**src/rtl/strap_pkg.sv**
```systemverilog
package strap_pkg;
  // Number of synchronizer flops on the strap input.
  localparam int unsigned SYNC_DEPTH = 2;
  // Rate codes for the companion output.
  typedef enum logic {
    RATE_48M = 1'b0,
    RATE_24M = 1'b1
  } rate_sel_e;
endpackage

```
**src/rtl/strap_sync.sv**
```systemverilog
module strap_sync #(
  parameter int unsigned STAGES = strap_pkg::SYNC_DEPTH
) (
  input  logic clk,
  input  logic rst,
  input  logic d_in,
  output logic d_out
);
  logic [STAGES-1:0] chain;

  generate
    for (genvar i = 0; i < STAGES; i++) begin : g_stage
      if (i == 0) begin : g_first
        always_ff @(posedge clk) begin
          if (rst) chain[0] <= 1'b0;
          else     chain[0] <= d_in;
        end
      end else begin : g_next
        always_ff @(posedge clk) begin
          if (rst) chain[i] <= 1'b0;
          else     chain[i] <= chain[i-1];
        end
      end
    end
  endgenerate

  assign d_out = chain[STAGES-1];
endmodule

```
**src/rtl/strap_window_timer.sv**
```systemverilog
module strap_window_timer #(
  parameter int unsigned WINDOW_CYCLES = 28636
) (
  input  logic clk,
  input  logic rst,
  output logic win_last,
  output logic win_done
);
  localparam int unsigned CNT_W = (WINDOW_CYCLES > 2) ? $clog2(WINDOW_CYCLES) : 1;
  localparam logic [CNT_W-1:0] LAST_CNT = CNT_W'(WINDOW_CYCLES - 1);

  logic [CNT_W-1:0] cnt_q;
  logic             done_q;

  assign win_last = !done_q && (cnt_q == LAST_CNT);
  assign win_done = done_q;

  always_ff @(posedge clk) begin
    if (rst) begin
      cnt_q  <= '0;
      done_q <= 1'b0;
    end else if (win_last) begin
      done_q <= 1'b1;
    end else if (!done_q) begin
      cnt_q <= cnt_q + 1'b1;
    end
  end
endmodule

```
**src/rtl/strap_capture.sv**
```systemverilog
module strap_capture (
  input  logic clk,
  input  logic rst,
  input  logic win_last,
  input  logic strap_s,
  output logic sel_24m
);
  import strap_pkg::*;

  rate_sel_e rate_q;

  always_ff @(posedge clk) begin
    if (rst)           rate_q <= RATE_48M;
    else if (win_last) rate_q <= rate_sel_e'(strap_s);
  end

  assign sel_24m = (rate_q == RATE_24M);
endmodule

```
**src/rtl/pin_strap_ctrl.sv**
```systemverilog
module pin_strap_ctrl #(
  parameter int unsigned WINDOW_CYCLES = 28636
) (
  input  logic clk,
  input  logic pwr_good,
  input  logic strap_in,
  input  logic ref_wave,
  output logic pin_oe,
  output logic pin_o,
  output logic strap_done,
  output logic sel_24m
);
  logic rst;
  logic strap_s;
  logic win_last;
  logic win_done;
  logic drive_q;

  assign rst = !pwr_good;

  strap_sync #(.STAGES(strap_pkg::SYNC_DEPTH)) u_sync (
    .clk   (clk),
    .rst   (rst),
    .d_in  (strap_in),
    .d_out (strap_s)
  );

  strap_window_timer #(.WINDOW_CYCLES(WINDOW_CYCLES)) u_timer (
    .clk      (clk),
    .rst      (rst),
    .win_last (win_last),
    .win_done (win_done)
  );

  strap_capture u_cap (
    .clk      (clk),
    .rst      (rst),
    .win_last (win_last),
    .strap_s  (strap_s),
    .sel_24m  (sel_24m)
  );

  // Driver data starts at the same edge the enable opens.
  always_ff @(posedge clk) begin
    if (rst) drive_q <= 1'b0;
    else     drive_q <= (win_done || win_last) && ref_wave;
  end

  assign pin_o      = drive_q;
  assign pin_oe     = win_done;
  assign strap_done = win_done;
endmodule

```
**config.mk**
```make
export PLATFORM = sky130hd
export DESIGN_NAME = pin_strap_ctrl
export DESIGN_NICKNAME = d
export VERILOG_FILES = /design/src/rtl/strap_pkg.sv /design/src/rtl/strap_sync.sv /design/src/rtl/strap_window_timer.sv /design/src/rtl/strap_capture.sv /design/src/rtl/pin_strap_ctrl.sv
export SDC_FILE = /design/constraint.sdc
export NUM_CORES = 1
export LEC_CHECK = 0
export ABC_AREA = 1
export BUFFER_PORTS_ARGS = -buffer_cell sky130_fd_sc_hd__buf_2
export CORE_MARGIN = 1.5
export CORE_UTILIZATION = 57
export DETAILED_ROUTE_END_ITERATION = 16
export HOLD_SLACK_MARGIN = 0.1
export PLACE_DENSITY = 0.84
export SETUP_SLACK_MARGIN = 0.15
export SYNTH_ARGS = -nofsm -noshare
export SYNTH_HDL_FRONTEND = slang
export SYNTH_SLANG_ARGS = --single-unit
export TNS_END_PERCENT = 10
```
**constraint.sdc**
```tcl
create_clock -name clk -period 1.65 [get_ports clk]
set_input_delay 0.33 -clock clk [delete_from_list [all_inputs] [get_ports clk]]
set_output_delay 0.33 -clock clk [all_outputs]
set_load 0.02 [all_outputs]
```
# After elaboration in Yosys (flattened, before gate mapping)
# Cells that the tools add are included.
totals:
  ff_bits: 20
  inputBits: 4
  output_inout_bits: 4
  wordCells: 15
op_classes:
  addsub: 1
  n_eq_ne: 1
  bitwise: 2
  n_reduce_logical: 5
op_table:
  columns: ["op", "n"]
  rows:
  - ["15-bit by 1-bit adder with 15-bit output (second input constant)", 1]
  - ["15-bit equality test (second input constant)", 1]
  - ["1-bit logical AND", 2]
  - ["1-bit NOT", 2]
  - ["2-bit AND reduction", 1]
  - ["1-bit zero test", 1]
  - ["1-bit logical OR", 1]

# Depth between registers and ports, before layout
# Gate-level depths: netlist (run 1).
depth:
  depth_word: 4
  depth_mapped: 9
  depth_no_buf: 8

# By module
# A second synthesis (run 1) with hierarchy kept.
hier_totals:
  cells_unflattened: 175
  hier_area_um2: 1199.9
by_module_without_submodules:
  columns: ["mod", "n_inst", "cells_each", "area_per_inst_um2", "seq_area_each_um2"]
  rows:
  - ["strap_window_timer", 1, 156, 1057.3, 320.3]
  - ["strap_sync", 1, 6, 55.1, 40.0]
  - ["strap_capture", 1, 7, 45.0, 20.0]
  - ["pin_strap_ctrl", 1, 6, 42.5, 20.0]

# Worst setup path before layout (run 1)
# No wires, ideal clock.
synth_path:
  kind: "register to register"
  start: "reg u_timer.cnt_q[0]"
  end: "reg u_timer.cnt_q[5]"
  setup_time_ns: 0.132
  arrival_ns: 1.352
  required_ns: 1.518
  path_slack_ns: 0.166
  stages_incl_launch_ff: 10
  n_path_buf: 1
  synth_period_minus_slack_ns: 1.484
  path_cell_list: "dfxtp_1 ha_1 nand2_1 inv_1 nand3_1 nor2_2 nor2_4 buf_4 nand2_1 a21oi_2"
synth_between:
  elab_chain_len: 4
  word_cells_on_any_way: 5
  cone_classes: "1 x add/sub; 1 x eq/ne; 1 x bitwise; 2 x reduce/logical"
synth_rtl:
  columns: ["element", "line_no", "text"]
  rows:
  - ["from (decl)", "strap_window_timer.sv:12", "logic [CNT_W-1:0] cnt_q;"]
  - ["from (signal assigned)", "strap_window_timer.sv:25", "cnt_q <= cnt_q + 1'b1;"]
  - ["parallel branches: the longest is 4 deep, another holds 15-bit by 1-bit adder with 15-bit output", null, null]
# Several ways; the timed one is not identified.
# A chain may end at the register's enable or synchronous reset.

# Final worst setup path (run 1)
layout_path:
  start: "reg u_timer.cnt_q[0]"
  end: "reg u_timer.cnt_q[1]"
# The elaborated chain is that of the path after synthesis.

==> impl_metrics.py, run 1 <==
metrics = {
    "floorplanning": {
        "core_um2": 1750,
        "io_pins": 8,
        "rows": 15,
        "start_util_pct": 61.7,
        "die_y_um": 46.5,
        "fp.dieW_um": 46.5,
        "dieArea_um2": 2160,
    },
    "drt": {
        "wl_per_cell_um": 12.0,
        "drtIter0Drc": 39,
        "detail-route-antenna-nets": 0,
        "dr.pass1.iters": 4,
        "drcViolationCount": 0,
        "routed_wl_um": 2400,
        "vias": 1040,
        "routed_via_density": 5.23,
    },
    "yosys": {
        "synth_fp_nets": 166,
        "syn_inst": 161,
        "synth_compound_area_share_pct": 9.64,
        "synth.avg_cell_area_um2": 6.69,
        "ys_ff_latch": 20,
        "synth_cell_type_count": 20,
        "yosysSeqAreaShare_pct": 37.2,
        "syn-cell-area_um2": 1080,
        "synthAdderAreaFrac_pct": 1.16,
        "synth-simple-area-share_pct": 39.5,
        "synthXorXnorAreaFrac_pct": 4.88,
        "synth_top_family_by_area": "simple AND/OR/NAND/NOR gates",
        "synth_mux_area_share_pct": 0,
        "yosysWarningCount": 0,
    },
    "worst_setup_path": {
        "crit_path_end_kind": "flip-flop",
        "critPathRequiredTime_ps": 1860,
        "start_kind": "flip-flop",
        "critPathMaxFanout": 8,
        "critPathArrivalTime_ps": 1650,
        "path_class": "flip-flop to flip-flop",
    },
    "final_layout": {
        "multi_input_area_um2": 629,
        "drive_above_1_share_pct": 20.7,
        "fin_cells": 199,
        "design_area_um2": 1260,
        "fill_cells": 153,
        "fin_nets": 180,
        "insertedDiodeCount": 0,
        "area_delta_synth_final_pct": 16.6,
        "ff_latch_area_um2": 410,
    },
    "sta": {
        "setup_slack_ps": 211,
        "period_minus_slack_ps": 1440,
        "hold_viol": 0,
        "fmax_mhz": 695,
        "rsz0062_at_grt": "no",
        "slew_headroom_pct": 63.4,
        "finalSetupViolCount": 0,
        "skew_ps": 5.85,
        "slew_violations": 0,
        "fin_crit_sh_pct": 87.2,
        "holdWs_ps": 199,
        "worst_pin_slew_ps": 548,
    },
    "grt": {
        "grt_pass1_vias": 916,
        "grt_busiest_layer": "met2",
        "grt_use_met2_pct": 41.7,
        "antenna_found_initial": 0,
        "use_met1_pct": 26.7,
        "grt_max_degree": 17,
        "gr-usage-met3_pct": 2.75,
        "grt_usage_pct": 23.3,
        "grt_pass1_wl_um": 3580,
        "overflow": 0,
    },
    "place": {
        "placed_cells": 190,
        "placed_cell_area_um2": 1120,
        "port_buffers": 7,
        "hpwl_um": 1560,
        "place_congestion": 0.845,
        "pre_cts_ws_ps": -29.1,
    },
    "clock_network": {
        "htree_levels": 1,
        "clkLatencyLatePin_ps": 310,
        "clkTransAtPathRegs_ps": 120,
        "root_buffer": "clkbuf_4",
        "cts_tree": "built",
        "ctsLongestPathBuffers": 2,
        "cts-buffers-inserted": 3,
        "cts_sinks": 20,
    },
    "power": {
        "p_sw_share_pct": 20.3,
        "p_int_uw": 749,
        "irDropWorstVdd_mv": 0.713,
        "leakagePower_uw": 0.000494,
        "power_uw": 941,
        "seqPwrFrac_pct": 53.3,
        "clkPwrFrac_pct": 43.5,
        "power_density_nw_per_um2": 749,
        "p_switching_uw": 191,
        "p_comb_share_pct": 3.2,
    },
    "flow_run": {
        "drv_cap": 0,
    },
    "worst_hold_path": {
        "hold_path_class": "input pin to flip-flop",
    },
    "status": {
        "status": "finished, final reports clean",
    },
}
power groups by stage:
stage / clock, uW / combinational [uW] / sequential, uW
after global placement: 0 / 26.0 / 509
final: 409 / 30.2 / 501
after detailed placement: 0 / 27.1 / 510
after CTS: 416 / 27.9 / 500
after global routing: 431 / 35.9 / 503
after floorplan: 0 / 18.4 / 508
worst paths after layout:
check	start	to	slack, ps	cells after the start
min	strap_in	u_sync.chain[0]	200	3
min reg2reg	u_sync.chain[0]	u_sync.d_out	430	2
max	u_timer.cnt_q[0]	u_timer.cnt_q[1]	210	9
max reg2reg	u_timer.cnt_q[0]	u_timer.cnt_q[1]	210	9
cells by family (layout without fill, tap and decap cells):
kind of cell               after synthesis  count (layout)
adders and majority gates                1               1
AOI/OAI and AO/OA                       17              17
DFF                                     20              20
buffers and inverters                   18              31
and+or+nand+nor                         99              99
xor gates and xnor gates                 6               6
flip-flops by register name (all words and copies together) (netlist names):
register,cells
u_cap.sel_24m,1
u_sync.d_out,1
u_timer.cnt_q,15
pin_o,1
u_timer.win_done,1
u_sync.chain,1
synthesized netlist by cell type (all sizes together):
library cell	count	share of area, %
buf	3	2.4
o21ai	3	2.4
nand3b	2	1.4
dfxtp	20	37
clkbuf	1	0.35
xnor2	1	0.81
nand3	9	4.2
nor2	22	9.3
xor2	5	4.1
ha	1	1.2
nand2	61	22
nand4	5	2.9
inv	14	4.9
a21oi	14	7.2
metal layers:
metal,vias to the layer above,share of wire (%)
li1,532,-
met1,464,42
met2,35,52
met3,9,3.8
met4,0,2.5
met5,-,0
layout by cell type (no fill, tap or decap), drive strengths merged, types with 5 or more instances in the layout:
cell type  count
a21oi         14
buf           13
dfxtp         20
inv           14
nand2         61
nand3          9
nand4          5
nor2          22
xor2           5
area by class of cell:
class	instances	share of cell area, %
Sequential cell	20	32.7
Tap cell	25	2.49
Inverter	14	4.18
Clock buffer	3	1.79
Multi-Input combinational cell	123	50.1
Clock inverter	1	2.39
Timing Repair Buffer	13	6.37
per-stage QoR:
| step | TNS, ps | util, % |
|---|---|---|
| floorplan | 0 | - |
| global placement | 0 | 64.2 |
| detailed placement | -50.7 | 64.2 |
| CTS | 0 | 69.7 |
| global route | 0 | 72.0 |
| finish | 0 | 72.0 |
timing repair:
action | 4_1_cts | 5_1_grt
endpoints found under the setup margin | 16 | 15
resized for setup | 4 | 11
hold buffers | 0 | 0
pin swaps | 3 | 1
buffers inserted | 4 | 1
critical path, stage by stage (launching register included):
cell	delay (ps)
dfxtp_4	390
ha_4	150
nand2_1	50
inv_1	70
nand3_2	130
nor2_4	170
nor2_4	60
buf_4	160
nor2_1	100
nor2_1	60
Power figures use the tool's default switching activity.
==> run 2, diff against run 1 <==
--- a/config.mk
+++ b/config.mk
@@ -7,8 +7,11 @@
 export LEC_CHECK = 0
 export ABC_AREA = 1
 export BUFFER_PORTS_ARGS = -buffer_cell sky130_fd_sc_hd__buf_2
+export CELL_PAD_IN_SITES_DETAIL_PLACEMENT = 0
+export CELL_PAD_IN_SITES_GLOBAL_PLACEMENT = 1
 export CORE_MARGIN = 1.5
-export CORE_UTILIZATION = 57
+export CORE_UTILIZATION = 41
+export CTS_CLUSTER_SIZE = 8
 export DETAILED_ROUTE_END_ITERATION = 16
 export HOLD_SLACK_MARGIN = 0.1
 export PLACE_DENSITY = 0.84
==> impl_metrics.py, run 2 (synthesis results as in run 1) <==
metrics = {
    "status": {
        "status": "finished, final reports clean",
    },
    "place": {
        "placed_cell_area_um2": 1180,
        "port_buffers": 7,
        "hpwl_um": 1680,
        "pre_cts_ws_ps": 106,
        "place_congestion": 0.813,
    },
    "drt": {
        "wl_per_cell_um": 11.7,
        "vias": 1019,
        "routed_wl_um": 2420,
        "dr.pass1.iters": 4,
        "detail-route-antenna-nets": 0,
        "routed_via_density": 4.92,
        "drtIter0Drc": 28,
        "drcViolationCount": 0,
    },
    "grt": {
        "antenna_found_initial": 0,
        "grt_usage_pct": 17.7,
        "grt_max_degree": 17,
        "grt_pass1_wl_um": 3740,
        "overflow": 0,
        "grt_pass1_vias": 877,
    },
    "power": {
        "seqPwrFrac_pct": 64.6,
        "irDropWorstVdd_mv": 0.451,
        "clkPwrFrac_pct": 31.1,
        "p_comb_share_pct": 4.3,
        "leakagePower_uw": 0.000532,
        "p_sw_share_pct": 23.7,
        "p_int_uw": 592,
        "p_switching_uw": 184,
        "power_density_nw_per_um2": 604,
    },
    "clock_network": {
        "ctsHoldBuffers": 0,
        "clkTransAtPathRegs_ps": 130,
        "cts_sinks": 20,
        "cts_tree": "built",
        "clkLatencyLatePin_ps": 310,
        "htree_levels": 1,
        "cts-buffers-inserted": 3,
        "ctsLongestPathBuffers": 2,
        "root_buffer": "clkbuf_4",
    },
    "final_layout": {
        "top_register": "u_timer.cnt_q",
        "fin_nets": 184,
        "final_cell_mix": "nand2_1 (58), nor2_1 (19), inv_1 (14), dfxtp_1 (14), a21oi_1 (11)",
        "fin_util_pct": 51.9,
        "insertedDiodeCount": 0,
        "final_common_cell": "nand2_1",
        "drive_above_1_share_pct": 22.0,
        "ff_latch_area_um2": 410,
        "largest_reg_flops": 15,
        "design_area_um2": 1280,
        "multi_input_area_um2": 636,
        "fill_cells": 277,
        "area_delta_synth_final_pct": 19.3,
    },
    "sta": {
        "finalSetupViolCount": 0,
        "period_minus_slack_ps": 1420,
        "skew_ps": 18.7,
        "hold_viol": 0,
        "worst_pin_slew_ps": 605,
        "rsz0062_at_grt": "yes",
        "slew_violations": 0,
        "holdWs_ps": 213,
        "setup_slack_ps": 230,
        "fmax_mhz": 704,
        "fin_crit_sh_pct": 86.1,
        "slew_headroom_pct": 59.6,
        "setup_tns_ps": 0,
    },
    "worst_hold_path": {
        "min_from": "strap_in",
        "hold-path-cell-count": 3,
        "hold_path_class": "input pin to flip-flop",
        "hold_end": "u_sync.chain[0]",
    },
    "worst_setup_path": {
        "r2r_slack_ps": 230,
        "crit_chain": "ha_4 -> buf_6 -> nand2_1 -> nor2_1 -> buf_4 -> nand2_4 -> xnor2_2 -> nand2_1 -> a21oi_2",
        "start_kind": "flip-flop",
        "r2r-end": "u_timer.cnt_q[8]",
        "path_class": "flip-flop to flip-flop",
        "critPathRequiredTime_ps": 1900,
        "crit_path_end_kind": "flip-flop",
        "path_common_cell": "nand2_1",
        "path_buf_inv": 2,
        "r2r_cells": 9,
        "reg2reg_from": "u_timer.cnt_q[0]",
        "path_delay_family": "flip-flops",
        "critPathMaxFanout": 6,
        "slowest_delay_ps": 390,
        "cpMaxStageDelayCell": "dfxtp_4",
        "critPathArrivalTime_ps": 1670,
    },
    "floorplanning": {
        "core_um2": 2480,
        "io_pins": 8,
        "dieArea_um2": 2940,
        "fp.dieW_um": 54.3,
        "start_util_pct": 43.5,
        "rows": 18,
        "die_y_um": 54.3,
    },
    "flow_run": {
        "drv_cap": 0,
    },
}
[run 2: changes by cell type in the layout (fill, tap and decap cells not counted), sizes merged]
cell / previous run / this run
buf: 13 / 17
bufinv: 1 / 0
[run 2: worst min-delay path, cell delays in order]
cell and delay [ps]:
buf_2 80, nand2_1 40, inv_1 40
[run 2: stage by stage]
step | power [uW] | cells
floorplan | 527 | 161
CTS | 774 | 206
detailed placement | 539 | 200
global route | 809 | 207
global placement | 539 | 200
finish | 776 | 207
[run 2: power by group through the flow]
| stage | sequential, uW | clock [uW] | combinational [uW] |
|---|---|---|---|
| 2_1_floorplan | 508 | 0 | 18.4 |
| 3_3_place_gp | 510 | 0 | 28.9 |
| 3_5_place_dp | 510 | 0 | 29.0 |
| 4_1_cts | 499 | 246 | 29.5 |
| 5_1_grt | 503 | 267 | 39.1 |
| 6_report | 501 | 241 | 33.1 |
[run 2: cell type report]
type | instances | area share [%]
Multi-Input combinational cell | 123 | 49.5
Sequential cell | 20 | 31.9
Timing Repair Buffer | 17 | 9.83
Inverter | 14 | 4.09
Tap cell | 30 | 2.92
Clock buffer | 3 | 1.75
[run 2: how the worst max path moves through the flow]
stage / startpoint / to / slack, ps / cells after the start
3_3_place_gp: u_timer.cnt_q[0] / u_timer.cnt_q[10] / 150 / 7
6_report: u_timer.cnt_q[0] / u_timer.cnt_q[8] / 230 / 9
2_1_floorplan: u_timer.cnt_q[0] / u_timer.cnt_q[5] / 170 / 9
4_1_cts: u_timer.cnt_q[0] / u_timer.cnt_q[13] / 150 / 9
5_1_grt: u_timer.cnt_q[0] / u_timer.cnt_q[8] / 110 / 9
3_5_place_dp: u_timer.cnt_q[0] / u_timer.cnt_q[10] / 110 / 7
[run 2: routing by layer]
metal | wire length (um) | global-route usage, %
met5 | 0 | 0
met4 | 46 | 5.00
met3 | 87 | 5.74
met2 | 1170 | 29.1
met1 | 1120 | 22.1
[run 2: repair_timing]
action                                  CTS  global route
setup buffers                             3             1
pin swaps                                 1             4
endpoints found under the setup margin   15            16
resized for setup                         0            16
==> run 3, diff against run 2 <==
--- a/config.mk
+++ b/config.mk
@@ -15,6 +15,7 @@
 export DETAILED_ROUTE_END_ITERATION = 16
 export HOLD_SLACK_MARGIN = 0.1
 export PLACE_DENSITY = 0.84
+export REMOVE_ABC_BUFFERS = 1
 export SETUP_SLACK_MARGIN = 0.15
 export SYNTH_ARGS = -nofsm -noshare
 export SYNTH_HDL_FRONTEND = slang
==> impl_metrics.py, run 3 (synthesis results as in run 1) <==
metrics = {
    "status": {
        "status": "finished, final reports clean",
    },
    "drt": {
        "routed_wl_um": 2250,
        "wl_per_cell_um": 11.0,
        "vias": 993,
        "routed_via_density": 4.84,
        "drcViolationCount": 0,
        "detail-route-antenna-nets": 0,
        "drtIter0Drc": 27,
        "dr.pass1.iters": 4,
    },
    "worst_setup_path": {
        "critPathArrivalTime_ps": 1560,
        "cpMaxStageDelayCell": "dfxtp_1",
        "worst-path-stages": 8,
        "crit_chain": "nand2_1 -> nor2_4 -> nand2_2 -> nor2_4 -> nor2_4 -> buf_12 -> nand2_1 -> a21oi_1",
        "r2r_cells": 8,
        "r2r_slack_ps": 250,
        "path_buf_inv": 1,
        "critPathRequiredTime_ps": 1810,
        "path_class": "flip-flop to flip-flop",
        "path_delay_family": "simple AND/OR/NAND/NOR gates",
        "reg2reg_from": "u_timer.cnt_q[11]",
        "endpoint": "u_timer.cnt_q[13]",
        "start_kind": "flip-flop",
        "crit_path_end_kind": "flip-flop",
        "r2r-end": "u_timer.cnt_q[13]",
        "path_common_cell": "nor2_4",
        "critPathLaunch": "u_timer.cnt_q[11]",
        "slowest_delay_ps": 440,
        "critPathMaxFanout": 16,
    },
    "grt": {
        "grt_pass1_vias": 810,
        "antenna_found_initial": 0,
        "grt_usage_pct": 16.3,
        "overflow": 0,
        "grt_max_degree": 17,
        "grt_pass1_wl_um": 3470,
    },
    "clock_network": {
        "clkTransAtPathRegs_ps": 110,
        "ctsLongestPathBuffers": 2,
        "cts_tree": "built",
        "ctsHoldBuffers": 0,
        "cts-buffers-inserted": 3,
        "htree_levels": 1,
        "cts_sinks": 20,
        "clkLatencyLatePin_ps": 290,
        "root_buffer": "clkbuf_4",
    },
    "sta": {
        "slew_violations": 0,
        "fmax_mhz": 712,
        "hold_viol": 0,
        "period_minus_slack_ps": 1400,
        "skew_ps": 6.21,
        "slew_headroom_pct": 62.1,
        "setup_tns_ps": 0,
        "worst_pin_slew_ps": 568,
        "finalSetupViolCount": 0,
        "setup_slack_ps": 245,
        "rsz0062_at_grt": "yes",
        "fin_crit_sh_pct": 85.1,
        "holdWs_ps": 224,
    },
    "power": {
        "power_density_nw_per_um2": 599,
        "leakagePower_uw": 0.000498,
        "irDropWorstVdd_mv": 0.675,
    },
    "floorplanning": {
        "io_pins": 8,
        "start_util_pct": 43.5,
        "die_y_um": 54.3,
        "rows": 18,
        "core_um2": 2480,
        "dieArea_um2": 2940,
        "fp.dieW_um": 54.3,
    },
    "final_layout": {
        "final_cell_mix": "nand2_1 (57), nor2_1 (18), dfxtp_1 (16)",
        "final_common_cell": "nand2_1",
        "area_delta_synth_final_pct": 17.2,
        "fill_cells": 247,
        "fin_nets": 182,
        "fin_cells": 205,
        "top_register": "u_timer.cnt_q",
        "drive_above_1_share_pct": 20.0,
        "largest_reg_flops": 15,
        "insertedDiodeCount": 0,
    },
    "flow_run": {
        "drv_cap": 0,
    },
    "worst_hold_path": {
        "hold_path_class": "input pin to flip-flop",
    },
    "place": {
        "placed_cells": 202,
        "pre_cts_ws_ps": 141,
        "port_buffers": 7,
        "hpwl_um": 1680,
        "place_congestion": 0.771,
    },
}
-- run 3: changes by cell type in the layout (fill, tap and decap cells not counted), sizes merged --
cell	previous run	this run
buf	17	15
-- run 3: repair_timing --
item                       in CTS  in global routing
setup endpoints to repair      13                 16
pin swaps                       1                  5
setup buffers                   0                  0
resized for setup               1                 14
-- run 3: how the worst min path moves through the flow --
stage / startpoint / end / slack, ps / cells past startpoint
final: strap_in / u_sync.chain[0] / 220 / 3
after floorplan: u_sync.chain[0] / u_sync.d_out / 390 / 2
after global routing: strap_in / u_sync.chain[0] / 240 / 3
after CTS: strap_in / u_sync.chain[0] / 210 / 3
after global placement: u_sync.chain[0] / u_sync.d_out / 400 / 2
after detailed placement: u_sync.chain[0] / u_sync.d_out / 400 / 2
-- run 3: layout make-up --
type                    instances  area (um2)  area share (%)
clock buffers                   3        22.5            1.78
inverters                      14        52.6            4.16
multi-input cells             123         624            49.5
flip-flops and latches         20         410            32.5
well taps                      30        37.5            2.97
repair buffers                 15         115            9.12
-- run 3: through the flow --
stage / power, uW / cell area (um2) / utilization [%]
after global routing: 786 / 1260 / 51.0
after detailed placement: 539 / 1190 / 48.1
after CTS: 765 / 1220 / 49.2
after global placement: 538 / 1190 / 48.1
after floorplan: 526 / 1050 / -
final: 756 / 1260 / 51.0
-- run 3: tightest hold or removal path: stages --
cell	delay (ps)
buf_2	80
nand2_1	40
inv_1	40
-- run 3: routing by layer --
metal	vias to the layer above	track usage (%)	part of all wire, %
li1	538	-	-
met1	443	23.2	52
met2	10	24.5	45
met3	2	4.92	3.0
met4	0	2.50	0.45
met5	-	0	0
-- run 3: power by group --
group | switching (uW) | internal (uW) | total (uW)
clock network | 138 | 85.0 | 223
logic | 17.6 | 14.0 | 31.6
registers | 9.64 | 492 | 501
